<file path="src/rtl/adc_out_pkg.sv">
package adc_out_pkg;
  typedef enum logic [1:0] {
    ST_POR   = 2'd0,
    ST_CONV  = 2'd1,
    ST_SLEEP = 2'd2,
    ST_SHIFT = 2'd3
  } adc_state_e;
endpackage

</file>
<file path="src/rtl/adc_pin_sync.sv">
// Two-flop synchronizer with one extra stage for edge detection.
module adc_pin_sync #(
  parameter logic RST_VAL = 1'b1
) (
  input  logic clk,
  input  logic rst_n,
  input  logic pin_i,
  output logic level_o,
  output logic prev_o
);
  logic [2:0] q;

  always_ff @(posedge clk or negedge rst_n) begin
    if (!rst_n) q <= {3{RST_VAL}};
    else        q <= {q[1:0], pin_i};
  end

  assign level_o = q[1];
  assign prev_o  = q[2];
endmodule

</file>
<file path="src/rtl/adc_cycle_timer.sv">
// Up-counter shared by the start-up and conversion intervals.
module adc_cycle_timer #(
  parameter int CNT_W = 8
) (
  input  logic             clk,
  input  logic             rst_n,
  input  logic             run_i,
  input  logic [CNT_W-1:0] limit_i,
  output logic             done_o
);
  logic [CNT_W-1:0] cnt;

  assign done_o = run_i && (cnt == limit_i - 1'b1);

  always_ff @(posedge clk or negedge rst_n) begin
    if (!rst_n)                cnt <= '0;
    else if (!run_i || done_o) cnt <= '0;
    else                       cnt <= cnt + 1'b1;
  end

  AST_TIMER_BOUND: assert property (@(posedge clk) disable iff (!rst_n)
    run_i |-> (cnt < limit_i));
endmodule

</file>
<file path="src/rtl/adc_sck_gen.sv">
// Internal serial clock divider; idles low, reports falling edges.
module adc_sck_gen #(
  parameter int SCK_HALF = 4,
  localparam int HALF_W = $clog2(SCK_HALF + 1)
) (
  input  logic clk,
  input  logic rst_n,
  input  logic run_i,
  output logic sck_o,
  output logic fall_o
);
  logic [HALF_W-1:0] div;
  logic              tick;

  assign tick   = run_i && (div == HALF_W'(SCK_HALF - 1));
  assign fall_o = tick && sck_o;

  always_ff @(posedge clk or negedge rst_n) begin
    if (!rst_n) begin
      div   <= '0;
      sck_o <= 1'b0;
    end else if (!run_i) begin
      div   <= '0;
      sck_o <= 1'b0;
    end else if (tick) begin
      div   <= '0;
      sck_o <= ~sck_o;
    end else begin
      div   <= div + 1'b1;
    end
  end

  AST_HALF_BOUND: assert property (@(posedge clk) disable iff (!rst_n)
    run_i |-> (div < HALF_W'(SCK_HALF)));
endmodule

</file>
<file path="src/rtl/adc_out_sreg.sv">
// Parallel-load, MSB-first output shift register.
module adc_out_sreg #(
  parameter int WORD_W = 24
) (
  input  logic              clk,
  input  logic              rst_n,
  input  logic              load_i,
  input  logic [WORD_W-1:0] load_word_i,
  input  logic              shift_i,
  output logic              msb_o,
  output logic [WORD_W-1:0] word_o
);
  always_ff @(posedge clk or negedge rst_n) begin
    if (!rst_n)       word_o <= '0;
    else if (load_i)  word_o <= load_word_i;
    else if (shift_i) word_o <= {word_o[WORD_W-2:0], 1'b0};
  end

  assign msb_o = word_o[WORD_W-1];
endmodule

</file>
<file path="src/rtl/adc_result_shifter.sv">
module adc_result_shifter
  import adc_out_pkg::*;
#(
  parameter int WORD_W   = 24,
  parameter int POR_CYC  = 50,
  parameter int CONV_CYC = 200,
  parameter int SCK_HALF = 4
) (
  input  logic              clk,
  input  logic              rst_n,
  input  logic [WORD_W-3:0] data_i,
  input  logic              chan_i,
  input  logic              cs_n_i,
  input  logic              sck_i,
  output logic              sck_o,
  output logic              sck_oe_o,
  output logic              sdo_o,
  output logic              sdo_oe_o
);
  localparam int MAX_CYC = (POR_CYC > CONV_CYC) ? POR_CYC : CONV_CYC;
  localparam int CNT_W   = $clog2(MAX_CYC + 1);
  localparam int BIT_W   = $clog2(WORD_W);
  localparam logic [CNT_W-1:0] POR_LIM  = CNT_W'(POR_CYC);
  localparam logic [CNT_W-1:0] CONV_LIM = CNT_W'(CONV_CYC);
  localparam logic [BIT_W-1:0] LAST_BIT = BIT_W'(WORD_W - 1);

  adc_state_e        state;
  logic              ext_mode;
  logic [BIT_W-1:0]  bitcnt;
  logic              cs_lvl, cs_prev, sck_lvl, sck_prev;
  logic              cs_fall, sck_rise, sck_fall;
  logic              t_run, t_done;
  logic [CNT_W-1:0]  t_limit;
  logic              gen_run, gen_fall;
  logic              shift_pulse, do_load, do_shift;
  logic              sreg_msb, eoc;
  logic [WORD_W-1:0] sreg_word, load_word;

  adc_pin_sync #(.RST_VAL(1'b1)) u_cs_sync (
    .clk(clk), .rst_n(rst_n), .pin_i(cs_n_i), .level_o(cs_lvl), .prev_o(cs_prev));
  adc_pin_sync #(.RST_VAL(1'b1)) u_sck_sync (
    .clk(clk), .rst_n(rst_n), .pin_i(sck_i), .level_o(sck_lvl), .prev_o(sck_prev));

  assign cs_fall  = !cs_lvl && cs_prev;
  assign sck_rise = sck_lvl && !sck_prev;
  assign sck_fall = !sck_lvl && sck_prev;

  assign t_run   = (state == ST_POR) || (state == ST_CONV);
  assign t_limit = (state == ST_POR) ? POR_LIM : CONV_LIM;

  adc_cycle_timer #(.CNT_W(CNT_W)) u_timer (
    .clk(clk), .rst_n(rst_n), .run_i(t_run), .limit_i(t_limit), .done_o(t_done));

  assign gen_run = (state == ST_SHIFT) && !ext_mode;

  adc_sck_gen #(.SCK_HALF(SCK_HALF)) u_sck_gen (
    .clk(clk), .rst_n(rst_n), .run_i(gen_run), .sck_o(sck_o), .fall_o(gen_fall));

  assign load_word   = {1'b0, chan_i, data_i};
  assign do_load     = (state == ST_CONV) && t_done;
  assign shift_pulse = ext_mode ? sck_fall : gen_fall;
  assign do_shift    = (state == ST_SHIFT) && shift_pulse;

  adc_out_sreg #(.WORD_W(WORD_W)) u_sreg (
    .clk(clk), .rst_n(rst_n), .load_i(do_load), .load_word_i(load_word),
    .shift_i(do_shift), .msb_o(sreg_msb), .word_o(sreg_word));

  // Mode selection: sampled SCK level at end of start-up and at CS falling edges.
  always_ff @(posedge clk or negedge rst_n) begin
    if (!rst_n)                              ext_mode <= 1'b0;
    else if (state == ST_POR && t_done)      ext_mode <= !sck_lvl;
    else if (cs_fall)                        ext_mode <= !sck_lvl;
  end

  always_ff @(posedge clk or negedge rst_n) begin
    if (!rst_n) begin
      state  <= ST_POR;
      bitcnt <= '0;
    end else begin
      unique case (state)
        ST_POR:   if (t_done) state <= ST_CONV;
        ST_CONV:  if (t_done) state <= ST_SLEEP;
        ST_SLEEP: begin
          if (ext_mode && sck_rise)      state <= ST_SHIFT;
          else if (!ext_mode && !cs_lvl) state <= ST_SHIFT;
        end
        ST_SHIFT: begin
          if (shift_pulse) begin
            if (bitcnt == LAST_BIT) begin
              bitcnt <= '0;
              state  <= ST_CONV;
            end else begin
              bitcnt <= bitcnt + 1'b1;
            end
          end
        end
        default: state <= ST_POR;
      endcase
    end
  end

  assign eoc      = (state == ST_POR) || (state == ST_CONV);
  assign sdo_o    = (state == ST_SHIFT) ? sreg_msb : eoc;
  assign sdo_oe_o = !cs_lvl;
  assign sck_oe_o = !ext_mode && !cs_lvl;

  AST_LOAD_ON_EOC: assert property (@(posedge clk) disable iff (!rst_n)
    $fell(eoc) |-> (sreg_word == $past(load_word)));
  AST_SHIFT_LEN: assert property (@(posedge clk) disable iff (!rst_n)
    (state == ST_CONV && $past(state) == ST_SHIFT) |-> ($past(bitcnt) == LAST_BIT));
  AST_SCK_IDLE_LOW: assert property (@(posedge clk) disable iff (!rst_n)
    (state != ST_SHIFT) |-> !sck_o);
  AST_SLEEP_HOLD: assert property (@(posedge clk) disable iff (!rst_n)
    (state == ST_SLEEP && $past(state) == ST_SLEEP) |-> $stable(sreg_word));
endmodule

</file>
<file path="config.mk">
export PLATFORM = sky130hd
export DESIGN_NAME = adc_result_shifter
export DESIGN_NICKNAME = d
export VERILOG_FILES = /design/src/rtl/adc_out_pkg.sv /design/src/rtl/adc_pin_sync.sv /design/src/rtl/adc_cycle_timer.sv /design/src/rtl/adc_sck_gen.sv /design/src/rtl/adc_out_sreg.sv /design/src/rtl/adc_result_shifter.sv
export SDC_FILE = /design/constraint.sdc
export NUM_CORES = 1
export LEC_CHECK = 0
export ABC_AREA = 1
export CAP_MARGIN = 0
export CORE_ASPECT_RATIO = 0.9
export CORE_MARGIN = 2
export CORE_UTILIZATION = 55
export CTS_CLUSTER_DIAMETER = 30
export DETAILED_ROUTE_END_ITERATION = 6
export HOLD_SLACK_MARGIN = 0.06
export PLACE_DENSITY = 0.79
export SLEW_MARGIN = 40
export SYNTH_ARGS = -nofsm -noshare
export SYNTH_HDL_FRONTEND = slang
export SYNTH_SLANG_ARGS = --single-unit
</file>
<file path="constraint.sdc">
create_clock -name clk -period 4.9 [get_ports clk]
set_input_delay 0.735 -clock clk [delete_from_list [all_inputs] [get_ports clk]]
set_output_delay 0.735 -clock clk [all_outputs]
set_load 0.02 [all_outputs]
</file>
* Word level (Yosys, flattened, before mapping)
Cells that the tools add are included.
Widths: inputs -> output; s select.
** Operators by class
- Add/sub/neg operators :: 4
- Equal/unequal tests :: 12
- Mux-type cells :: 20
- Bitwise gates (word level) :: 1
- Reductions and logical operators :: 24
** Operators by type and width (number)
- $mux 24 :: 2
- $mux 8 :: 2
- $logic_and 1x1->1 :: 12
- $mux 2 :: 6
- $add 8x1->8 const B :: 1
- $eq 8x8->1 :: 1
- $ne 2x2->1 const B :: 4
- $pmux 2 s4 :: 1
- $sub 8x1->8 const B :: 1
- $mux 1 :: 6
- $mux 3 :: 2
- $add 5x1->5 const B :: 1
- $eq 5x5->1 const B :: 1
- $logic_not 1->1 :: 5
- $mux 5 :: 1
- $reduce_and 5->1 :: 1
- $eq 2x2->1 const B :: 2
- $reduce_bool 2->1 :: 2
- $add 3x1->3 const B :: 1
- $eq 3x2->1 const B :: 1
- $ne 3x3->1 const B :: 1
- $eq 2x1->1 const B :: 1
- $logic_not 2->1 :: 1
- $logic_or 1x1->1 :: 2
- other kinds (3) :: 3
** Word-level totals
- Bits in registers :: 50
- Input port bits :: 27
- Output and inout bits :: 4
- Word-level logic and storage cells :: 70

* Depth between registers and ports, before layout
Gate-level depths: netlist of run 1.
- Depth after elaboration :: 8
- Gate-level depth with buffers :: 11
- Mapped depth without buffers :: 11

* Cells and area by module
Synthesis of run 1 repeated with hierarchy kept, for this count alone.
** Unflattened totals
- Cell total of the unflattened synthesis :: 332
- Area, all modules :: 2681.3 µm²
** By module, submodules not included
- adc_out_sreg :: times used 1, cells an instance 131, area each 1116.1 µm², sequential area each 600.6 µm²
- adc_cycle_timer :: times used 1, cells an instance 101, area each 650.6 µm², sequential area each 200.2 µm²
- adc_result_shifter :: times used 1, cells an instance 76, area each 581.8 µm², sequential area each 200.2 µm²
- adc_sck_gen :: times used 1, cells an instance 18, area each 175.2 µm², sequential area each 100.1 µm²
- adc_pin_sync :: times used 2, cells an instance 3, area each 78.8 µm², sequential area each 78.8 µm²

* Worst setup path after synthesis of run 1
Ideal clock, no wire load.
- Path type :: reg-to-output
- Start point :: reg state[0]
- End point :: out sdo_o
- Arrival :: 1.263 ns
- Data required time :: 4.165 ns
- Setup slack :: 2.902 ns
- Cell stages (with the launch flop) :: 5
- Path buffers :: 0
- Cells stage by stage :: dfrtp_1 inv_1 ha_1 nor2_1 o21ai_0
** On the way
- Word-level cells in the longest chain between the ends :: 3
** Ends and longest elaborated chain
- from (decl) :: RTL line adc_result_shifter.sv:27 : adc_state_e state;
- from (signal assigned) :: RTL line adc_result_shifter.sv:77 : state <= ST_POR;
- from (signal assigned) :: RTL line adc_result_shifter.sv:81 : ST_POR: if (t_done) state <= ST_CONV;
- from (signal assigned) :: RTL line adc_result_shifter.sv:82 : ST_CONV: if (t_done) state <= ST_SLEEP;
- $eq 2x1->1 or $logic_not 2->1 (tied branches) :: RTL line adc_result_shifter.sv:102 : assign eoc = (state == ST_POR) || (state == ST_CONV);
- $logic_or 1x1->1 :: RTL line adc_result_shifter.sv:102
- $mux 1 (*) :: RTL line adc_result_shifter.sv:103 : assign sdo_o = (state == ST_SHIFT) ? sreg_msb : eoc;
- to (decl) :: RTL line adc_result_shifter.sv:17 : output logic sdo_o,
Mark *: on every way between the ends. The rest lies on a longest branch, timed or not.

* Worst setup path after layout of run 1
- Start point :: reg state[1]
- End point :: out sdo_o
Same word-level chain as after synthesis.

==> results.ini, run 1 <==
[clock_tree]
cts_resized = 0
clkLatencyLatePin_ps = 300
tritoncts = yes
cts_buffer_depth = 2
htree_levels = 2
post_cts_buffers = 0
postCtsHoldBufs = 0
root_buffer = clkbuf_8
clkSinkCount = 50
clk_pin_slew_worst_paths_ps = 80
cts_made_buffers = 5

[cells_and_area]
syn2layout_area_growth_pct = 16.1
drive_gt1_share_pct = 8.16
ff_latch_area_sq_mm = 0.00126
final_cell_count_no_fill = 356
n_antenna_cell = 0
nets = 327
multi_input_area_sq_mm = 0.00104
fin_util_pct = 65.3
nFillCells = 393

[worst_setup_path]
crit_path_top_delay_cell = clkdlybuf4s50_1
cp-end-kind = output port
r2r_setup_slack_ps = 2670
critPathMaxFanout = 6
worstSetupPathType = reg2out
crit_buf_inv = 2
cp_top_family = buffers and inverters
cp.arrival_ps = 1970
required_ps = 4160
path_cells = inv_1, ha_1, nor2_1, o21ai_0, clkdlybuf4s50_1
worst_setup_path_start_kind = flop
slowest_delay_ps = 630

[power_and_ir_drop]
seqPwrFrac_pct = 56.7
p_switching_uw = 149
combPwrFrac_pct = 5.1
power_leakage_uw = 0.00125
internal_power_uw = 592
clockPowerShare_pct = 38.2
powerDensity_mw_per_mm2 = 259
peakVddDrop_mv = 0.162
p_sw_share_pct = 20.1

[logic_synthesis]
synth_edf_count = 0
ys_types = 32
synthesis.nets = 303
synth_ff_type = dfrtp_1
synth_area_sq_mm = 0.00246
synthCells = 269
synth.top_cell.area_share_pct = 44.8
synthMostInstantiatedCell = nand3_1
synth_common_cells = nand3_1, nand2_1, dfrtp_1
avgSynthCellArea_sq_um = 9.14
async_flop_share_pct = 100
synth_sequential_area_ratio_pct = 51.2
synth_area_leaders = dfrtp_1, nand3_1, nand2_1
ys_ff_latch = 50
synth_warnings = 0
yosysTopAreaCell = dfrtp_1

[routing]
routed_wl_mm = 4.37
viasPerCell = 5.19
wl_met3_microns = 120
initialDrtViolationCount = 68
vias = 1847
drc = 0
dr_wl_met2_mm = 2.10
antenna_left = 0
top_layer = met4
wirelength_met1_mm = 2.09
first_pass_iters = 4
wire_per_inst_microns = 12.3

[sta]
min_period_over_period_pct = 55.1
tns_ps = 0
hold_viol_final = 0
slew_viol_final = 0
finClkSkew_ps = 3.79
rsz0062_at_grt = false
hold-worst-slack_ps = 359
finalSetupViolations = 0
fin_crit_ps = 2700
worst_slew_pin_slew_ps = 629
max_freq_mhz = 370
slew_headroom_pct = 58.0

[global_routing]
grt_pass1_vias = 1674
globalRouteOverflowTotal = 0
grtUsageTotal_pct = 19.0
antenna_found_initial = 0
grt_start_max_net_pins = 54
grt_pass1_wl_mm = 7.36

[run]
cap_violations = 0

[place]
io_buffers = 30
dp.cells = 348
gp_congestion = 0.761
dpl.hpwl_mm = 2.85

[floorplanning]
die_x_microns = 74.5
coreArea_sq_mm = 0.00437
rows = 23
die_area_sq_mm = 0.00502
start_util_pct = 56.2
die_h_microns = 67.4
io_pins = 31

[run_status]
status = finished, final reports clean

[min_path]
hold_class = reg2reg

-- power by group through the flow --
stage,Clock [uW],Sequential (uW),Combinational [uW]
after floorplan,0,428,6.32
after global placement,0,429,37.7
after detailed placement,0,429,38.1
after CTS,293,421,38.4
after global routing,309,422,41.4
final,283,421,37.6
-- metal layers --
layer	vias up	global-route usage [%]
met3	7	4.48
met2	21	29.3
li1	948	-
met1	871	26.6
met4	0	6.03
met5	-	0
-- worst reg2reg max path, cell delays in order (launching register included) --
cell and delay (ps):
dfrtp_1 420, inv_1 100, ha_1 280, nor2_1 80
nand4_1 80, nand2_2 80, nand3_4 370, clkinv_2 430
nand2_1 170, nand3_1 100
-- sequential cells by signal (all words and copies together) (netlist names) --
register	count
u_sreg.word_o	24
u_timer.cnt	8
bitcnt	5
u_cs_sync.q	3
u_sck_gen.div	3
u_sck_sync.q	3
state	2
ext_mode	1
u_sck_gen.sck_o	1
-- metrics by stage --
stage	power [uW]	setup WS (ps)	cell area (sq um)
global route	772	2050	2860
detailed placement	467	2520	2750
global placement	466	2550	2740
finish	741	2200	2860
floorplan	434	2900	2460
CTS	752	2190	2850
-- kinds of logic (layout without fill, tap and decap cells) --
group	Yosys count	after routing	synth area share, %
compound gates	14	14	3.81
xor+xnor	5	5	1.78
fa+ha+maj	7	7	3.56
buf+inv	32	57	6.61
flops	50	50	51.2
simple gates	161	161	33.1
-- layout make-up --
class | count | area share (%)
sequential | 50 | 44.1
timing repair buffer | 30 | 10.4
multi-input combinational | 187 | 36.5
inverter | 19 | 2.54
clock buffer | 7 | 2.67
tap | 62 | 2.72
clock inverter | 1 | 1.05
-- worst paths after layout --
check / cells past startpoint / startpoint / end
worst min register to register: 0 / u_cs_sync.q[0]$_DFF_PN1_ / u_cs_sync.q[1]$_DFF_PN1_
max in group asynchronous: 1 / rst_n / state[0]$_DFFE_PN0P_
worst max register to register: 9 / state[1]$_DFFE_PN0P_ / u_sreg.word_o[22]$_DFFE_PN0P_
worst max-delay path: 5 / state[1]$_DFFE_PN0P_ / sdo_o
min in group asynchronous: 1 / rst_n / ext_mode$_DFFE_PN0P_
worst min-delay path: 0 / u_cs_sync.q[0]$_DFF_PN1_ / u_cs_sync.q[1]$_DFF_PN1_
-- cells in the final DEF (no fill, tap or decap), drive strengths merged --
master         netlist  layout
a21oi                5       5
and3                 1       1
buf                 11       1
bufinv               0       1
clkbuf               2       7
clkdlybuf4s50        0      29
clkinv               1       1
dfrtp               44      44
dfstp                6       6
ha                   7       7
inv                 18      18
nand2               50      50
nand3               59      59
nand3b              22      22
nand4                4       4
nor2                18      18
nor3                 5       5
nor3b                1       1
o211ai               1       1
o21ai                6       6
o31ai                2       2
or2                  1       1
xnor2                1       1
xor2                 4       4
Note: power is estimated with default switching activity, not from simulation.
==> run 2: changes to the inputs <==
==> constraint.sdc (replaced) <==
create_clock -name clk -period 2.7 [get_ports clk]
set_input_delay 0.405 -clock clk [delete_from_list [all_inputs] [get_ports clk]]
set_output_delay 0.405 -clock clk [all_outputs]
set_load 0.02 [all_outputs]
==> run 2 against run 1 <==
Critical path depth unchanged. Cell count up 1.1%. Clock skew increased by 4.5 ps. Utilization is 0.17 points higher. Count of clock-buffer cells in the layout stayed put. Register-to-register slack worse by 2000 ps. Die area is the same. First-iteration DRC count increased by 53%. Routed wire length down 1.8%. Largest cell class unchanged.
==> results.ini, run 2 (synthesis gave the netlist of run 1 again) <==
[routing]
routed_wl_mm = 4.29  ; was 4.37 mm
vias = 1863  ; was 1847
wirelength_met1_mm = 2.11  ; was 2.09 mm
initialDrtViolationCount = 104  ; was 68
viasPerCell = 5.18  ; was 5.19
dr_wl_met2_mm = 1.99  ; was 2.10 mm
wl_met3_microns = 142  ; was 120 microns
first_pass_iters = 4  ; unchanged
antenna_left = 0  ; unchanged
drc = 0  ; unchanged
wire_per_inst_microns = 11.9  ; was 12.3 microns
top_layer = met4  ; unchanged

[clock_tree]
cts_resized = 0  ; unchanged
root_buffer = clkbuf_8  ; unchanged
tritoncts = yes  ; unchanged
clkSinkCount = 50  ; unchanged
clk_pin_slew_worst_paths_ps = 80  ; about the same
cts_made_buffers = 5  ; unchanged
htree_levels = 2  ; unchanged
clkLatencyLatePin_ps = 290  ; was 300 ps
post_cts_buffers = 0  ; unchanged
postCtsHoldBufs = 0  ; unchanged
cts_buffer_depth = 2  ; unchanged

[run_status]
status = finished, final reports clean  ; unchanged

[cells_and_area]
top_regs = u_sreg.word_o x24, u_timer.cnt x8, bitcnt x5  ; unchanged
ff_latch_area_sq_mm = 0.00126  ; unchanged
final_cell_count_no_fill = 360  ; was 356
nFillCells = 374  ; was 393
fin_util_pct = 65.5  ; was 65.3%
mostFrequentLayoutCells = nand3_1, nand2_1, dfrtp_1, clkdlybuf4s50_1, nand3b_1  ; unchanged
syn2layout_area_growth_pct = 16.4  ; was 16.1%
drive_gt1_share_pct = 9.73  ; was 8.16%
final_area_sq_mm = 0.00286  ; about the same
multi_input_area_sq_mm = 0.00104  ; about the same
mostFrequentLayoutCell = nand3_1  ; unchanged
nets = 331  ; was 327
n_antenna_cell = 0  ; unchanged
largest_register_ffs = 24  ; unchanged
regMostFlops = u_sreg.word_o  ; unchanged

[worst_setup_path]
worst_setup_path_start_kind = flop  ; unchanged
cp-end-kind = output port  ; unchanged
required_ps = 2300  ; was 4160 ps
cp.arrival_ps = 1910  ; was 1970 ps
worstSetupPathType = reg2out  ; unchanged
critPathMaxFanout = 6  ; unchanged

[power_and_ir_drop]
powerDensity_mw_per_mm2 = 441  ; was 259 mW/mm^2
peakVddDrop_mv = 0.322  ; was 0.162 mV
power_leakage_uw = 0.00125  ; about the same

[place]
io_buffers = 30  ; unchanged
placed_cell_area_sq_mm = 0.00277  ; was 0.00275 sq mm
dp.cells = 352  ; was 348
dpl.hpwl_mm = 3.06  ; was 2.85 mm
gp_congestion = 0.833  ; was 0.761

[global_routing]
grt_pass1_vias = 1748  ; was 1674
grt_pass1_wl_mm = 7.63  ; was 7.36 mm
globalRouteOverflowTotal = 0  ; unchanged
grtUsageTotal_pct = 19.7  ; was 19.0%
grt_start_max_net_pins = 54  ; unchanged
antenna_found_initial = 0  ; unchanged

[sta]
fin_crit_ps = 2320
min_period_over_period_pct = 85.9
finalSetupViolations = 0  ; unchanged
slew_headroom_pct = 49.6  ; was 58.0%
max_freq_mhz = 431
tns_ps = 0  ; unchanged
rsz0062_at_grt = false  ; unchanged
slew_viol_final = 0  ; unchanged
hold-worst-slack_ps = 140  ; was 359 ps
finClkSkew_ps = 8.24  ; was 3.79 ps
worst_slew_pin_slew_ps = 753  ; was 629 ps
hold_viol_final = 0  ; unchanged

[floorplanning]
die_h_microns = 67.4  ; unchanged
start_util_pct = 56.2  ; unchanged
rows = 23  ; unchanged
die_x_microns = 74.5  ; unchanged
die_area_sq_mm = 0.00502  ; unchanged
io_pins = 31  ; unchanged
coreArea_sq_mm = 0.00437  ; unchanged

[min_path]
hold_class = in2async  ; was reg2reg

[run]
cap_violations = 0  ; unchanged

[run 2: cell count changes in the layout (fill, tap and decap cells not counted)]
cell / previous run / this run
clkbuf_1: 2 / 1
clkbuf_8: 5 / 6
nand2_4: 2 / 1
bufinv_16: 1 / 0
clkinv_2: 1 / 2
buf_2: 0 / 1
nand2_2: 1 / 2
buf_4: 1 / 4
[run 2: cell type report]
class / instances / area share [%]
sequential: 50 / 43.9
inverter: 19 / 2.53
tap: 62 / 2.71
multi-input combinational: 187 / 36.3
timing repair buffer: 34 / 11.4
clock inverter: 1 / 0.175
clock buffer: 7 / 3.01
[run 2: report_power, final]
| group | total (uW) | switching, uW | internal (uW) |
|---|---|---|---|
| registers | 763 | 5.09 | 758 |
| clock network | 431 | 224 | 207 |
| logic | 70.1 | 29.7 | 40.4 |
[run 2: worst max-delay path, stage by stage, from the launching register on]
cell and delay (ps):
dfrtp_1 420, inv_1 100, ha_1 260, nor2_1 80, o21ai_0 140, clkdlybuf4s50_1 620
[run 2: layer usage]
layer,track usage [%],up-vias
met5,0,-
met4,5.36,0
met3,4.93,4
met2,32.3,35
met1,26.3,867
li1,-,957
[run 2: metrics by stage]
stage          power (uW)  worst slack (ps)
4_1_cts              1280               355
2_1_floorplan         788              1030
3_5_place_dp          849               669
6_report             1260               382
5_1_grt              1320               252
3_3_place_gp          848               689
[run 2: final timing paths]
check | slack, ps | start | cells after the start | end
setup reg to reg | 670 | state[1]$_DFFE_PN0P_ | 6 | bitcnt[3]$_DFFE_PN0P_
max in group asynchronous | 1870 | rst_n | 2 | u_cs_sync.q[1]$_DFF_PN1_
min in group clk | 360 | u_sck_sync.q[0]$_DFF_PN1_ | 0 | u_sck_sync.q[1]$_DFF_PN1_
setup / recovery | 380 | state[0]$_DFFE_PN0P_ | 5 | sdo_o
hold / removal | 140 | rst_n | 1 | u_timer.cnt[7]$_DFF_PN0_
hold reg to reg | 360 | u_sck_sync.q[0]$_DFF_PN1_ | 0 | u_sck_sync.q[1]$_DFF_PN1_
==> run 3: changes to the inputs <==
--- a/config.mk
+++ b/config.mk
@@ -7,13 +7,15 @@
 export LEC_CHECK = 0
 export ABC_AREA = 1
 export CAP_MARGIN = 0
+export CELL_PAD_IN_SITES_DETAIL_PLACEMENT = 0
+export CELL_PAD_IN_SITES_GLOBAL_PLACEMENT = 1
 export CORE_ASPECT_RATIO = 0.9
 export CORE_MARGIN = 2
-export CORE_UTILIZATION = 55
+export CORE_UTILIZATION = 42
 export CTS_CLUSTER_DIAMETER = 30
 export DETAILED_ROUTE_END_ITERATION = 6
 export HOLD_SLACK_MARGIN = 0.06
-export PLACE_DENSITY = 0.79
+export PLACE_DENSITY_LB_ADDON = 0.1
 export SLEW_MARGIN = 40
 export SYNTH_ARGS = -nofsm -noshare
 export SYNTH_HDL_FRONTEND = slang
==> run 3 against run 2 <==
Die area increased by 29%. Cell count increased by 2.2%. First-iteration DRC count decreased by 27%. Sequential share of layout area decreased by 0.15 points. Via count increased by 0.59%. Count of clock-buffer cells in the layout unchanged. Setup slack got worse by 67 ps. Power increased by 1.1%. Register-to-register slack about the same.
==> results.ini, run 3 (synthesis gave the netlist of run 1 again) <==
[run_status]
status = finished, final reports clean  ; unchanged

[floorplanning]
die_area_sq_mm = 0.00649  ; was 0.00502 sq mm
io_pins = 31  ; unchanged
coreArea_sq_mm = 0.00566  ; was 0.00437 sq mm
rows = 26  ; was 23
die_h_microns = 76.6  ; was 67.4 microns
start_util_pct = 43.5  ; was 56.2%
die_x_microns = 84.7  ; was 74.5 microns

[power_and_ir_drop]
p_sw_share_pct = 21.3  ; was 20.5%
combPwrFrac_pct = 5.5  ; about the same
p_switching_uw = 272  ; was 259 uW
peakVddDrop_mv = 0.346  ; was 0.322 mV
internal_power_uw = 1010  ; about the same
seqPwrFrac_pct = 59.7  ; was 60.4%
powerDensity_mw_per_mm2 = 444  ; was 441 mW/mm^2
power_leakage_uw = 0.00125  ; about the same
p_total_uw = 1280  ; was 1260 uW
clockPowerShare_pct = 34.7  ; was 34.1%

[routing]
drc = 0  ; unchanged
initialDrtViolationCount = 76  ; was 104
vias = 1874  ; was 1863
wire_per_inst_microns = 12.2  ; was 11.9 microns
top_layer = met4  ; unchanged
wl_met3_microns = 153  ; was 142 microns
antenna_left = 0  ; unchanged
dr_wl_met2_mm = 1.84  ; was 1.99 mm
viasPerCell = 5.09  ; was 5.18
wirelength_met1_mm = 2.47  ; was 2.11 mm
routed_wl_mm = 4.50  ; was 4.29 mm
first_pass_iters = 4  ; unchanged

[sta]
fin_crit_ps = 2390  ; was 2320 ps
finClkSkew_ps = 9.37  ; was 8.24 ps
slew_viol_final = 0  ; unchanged
finalSetupViolations = 0  ; unchanged
worst_slew_pin_slew_ps = 575  ; was 753 ps
slew_headroom_pct = 61.7  ; was 49.6%
rsz0062_at_grt = false  ; unchanged
max_freq_mhz = 419  ; was 431 MHz
min_period_over_period_pct = 88.3  ; was 85.9%
hold-worst-slack_ps = 96.3  ; was 140 ps
hold_viol_final = 0  ; unchanged
tns_ps = 0  ; unchanged

[worst_setup_path]
slowest_delay_ps = 630  ; was 620 ps
path_cells = inv_1, ha_1, nor2_1, o21ai_0, clkdlybuf4s50_1  ; unchanged
worst_setup_path_start_kind = flop  ; unchanged
crit_path_top_delay_cell = clkdlybuf4s50_1  ; unchanged
cp-end-kind = output port  ; unchanged
cp.arrival_ps = 1980  ; was 1910 ps
required_ps = 2300  ; about the same
worstSetupPathType = reg2out  ; unchanged
critPathMaxFanout = 6  ; unchanged

[place]
io_buffers = 30  ; unchanged
gp_congestion = 0.739  ; was 0.833
dpl.hpwl_mm = 3.04  ; was 3.06 mm
dp.cells = 360  ; was 352

[cells_and_area]
nFillCells = 555  ; was 374
nets = 331  ; unchanged
top_regs = u_sreg.word_o x24, u_timer.cnt x8, bitcnt x5  ; unchanged
n_antenna_cell = 0  ; unchanged
drive_gt1_share_pct = 9.73  ; unchanged
syn2layout_area_growth_pct = 16.8  ; was 16.4%
final_cell_count_no_fill = 368  ; was 360
mostFrequentLayoutCell = nand3_1  ; unchanged
regMostFlops = u_sreg.word_o  ; unchanged
largest_register_ffs = 24  ; unchanged
mostFrequentLayoutCells = nand3_1, nand2_1, dfrtp_1, clkdlybuf4s50_1, nand3b_1  ; unchanged

[clock_tree]
tritoncts = yes  ; unchanged
clkSinkCount = 50  ; unchanged
post_cts_buffers = 0  ; unchanged
root_buffer = clkbuf_8  ; unchanged
postCtsHoldBufs = 0  ; unchanged
clk_pin_slew_worst_paths_ps = 90  ; was 80 ps
htree_levels = 2  ; unchanged
cts_buffer_depth = 2  ; unchanged
cts_made_buffers = 5  ; unchanged
cts_resized = 0  ; unchanged
clkLatencyLatePin_ps = 300  ; was 290 ps

[global_routing]
grtUsageTotal_pct = 14.4  ; was 19.7%
antenna_found_initial = 0  ; unchanged
globalRouteOverflowTotal = 0  ; unchanged
grt_start_max_net_pins = 46  ; was 54
grt_pass1_wl_mm = 7.62  ; was 7.63 mm
grt_pass1_vias = 1635  ; was 1748

[run]
cap_violations = 0  ; unchanged

[min_path]
hold_class = in2async  ; unchanged

-- run 3: power by group through the flow --
stage               sequential (uW)  combinational (uW)  clock [uW]
floorplan                       777                11.5           0
global placement                778                71.8           0
detailed placement              777                72.9           0
CTS                             763                72.9         465
global route                    765                79.0         486
finish                          763                70.6         444
-- run 3: routing by layer --
metal / vias to the layer above / global-route usage [%]
li1: 952 / -
met1: 885 / 21.9
met2: 33 / 20.7
met3: 4 / 3.25
met4: 0 / 3.81
met5: - / 0
-- run 3: worst paths after layout --
check                                                end                     start  slack (ps)  cells after the start
max                                                sdo_o      state[1]$_DFFE_PN0P_         310                      5
min                        u_sreg.word_o[10]$_DFFE_PN0P_                     rst_n         100                      1
max reg2reg                u_sreg.word_o[16]$_DFFE_PN0P_      state[1]$_DFFE_PN0P_         660                      7
min reg2reg                     u_cs_sync.q[1]$_DFF_PN1_  u_cs_sync.q[0]$_DFF_PN1_         360                      0
max in group asynchronous      u_sck_sync.q[0]$_DFF_PN1_                     rst_n        1920                      2
min in group clk                u_cs_sync.q[1]$_DFF_PN1_  u_cs_sync.q[0]$_DFF_PN1_         360                      0
-- run 3: cell type report --
class	instances	area (sq um)	share of cell area, %
clock inverters	1	5.00	0.174
inverters	19	72.6	2.53
well taps	70	87.6	3.05
clock buffers	7	86.3	3.00
multi-input cells	187	1040	36.1
repair buffers	34	325	11.3
flip-flops and latches	50	1260	43.8
-- run 3: stage by stage --
| step | util [%] | setup slack, ps | instance area [sq um] |
|---|---|---|---|
| floorplan | - | 1030 | 2460 |
| global placement | 49.2 | 684 | 2780 |
| detailed placement | 49.2 | 628 | 2780 |
| CTS | 50.8 | 276 | 2870 |
| global route | 50.8 | 171 | 2870 |
| finish | 50.8 | 315 | 2870 |
-- run 3: worst max-delay path: cells and delay by family, from the launching register on --
kind	cells	cell delay, ps
compound gates	1	170
fa+ha+maj	1	280
buf+inv	2	720
flops	1	420
simple gates	1	90
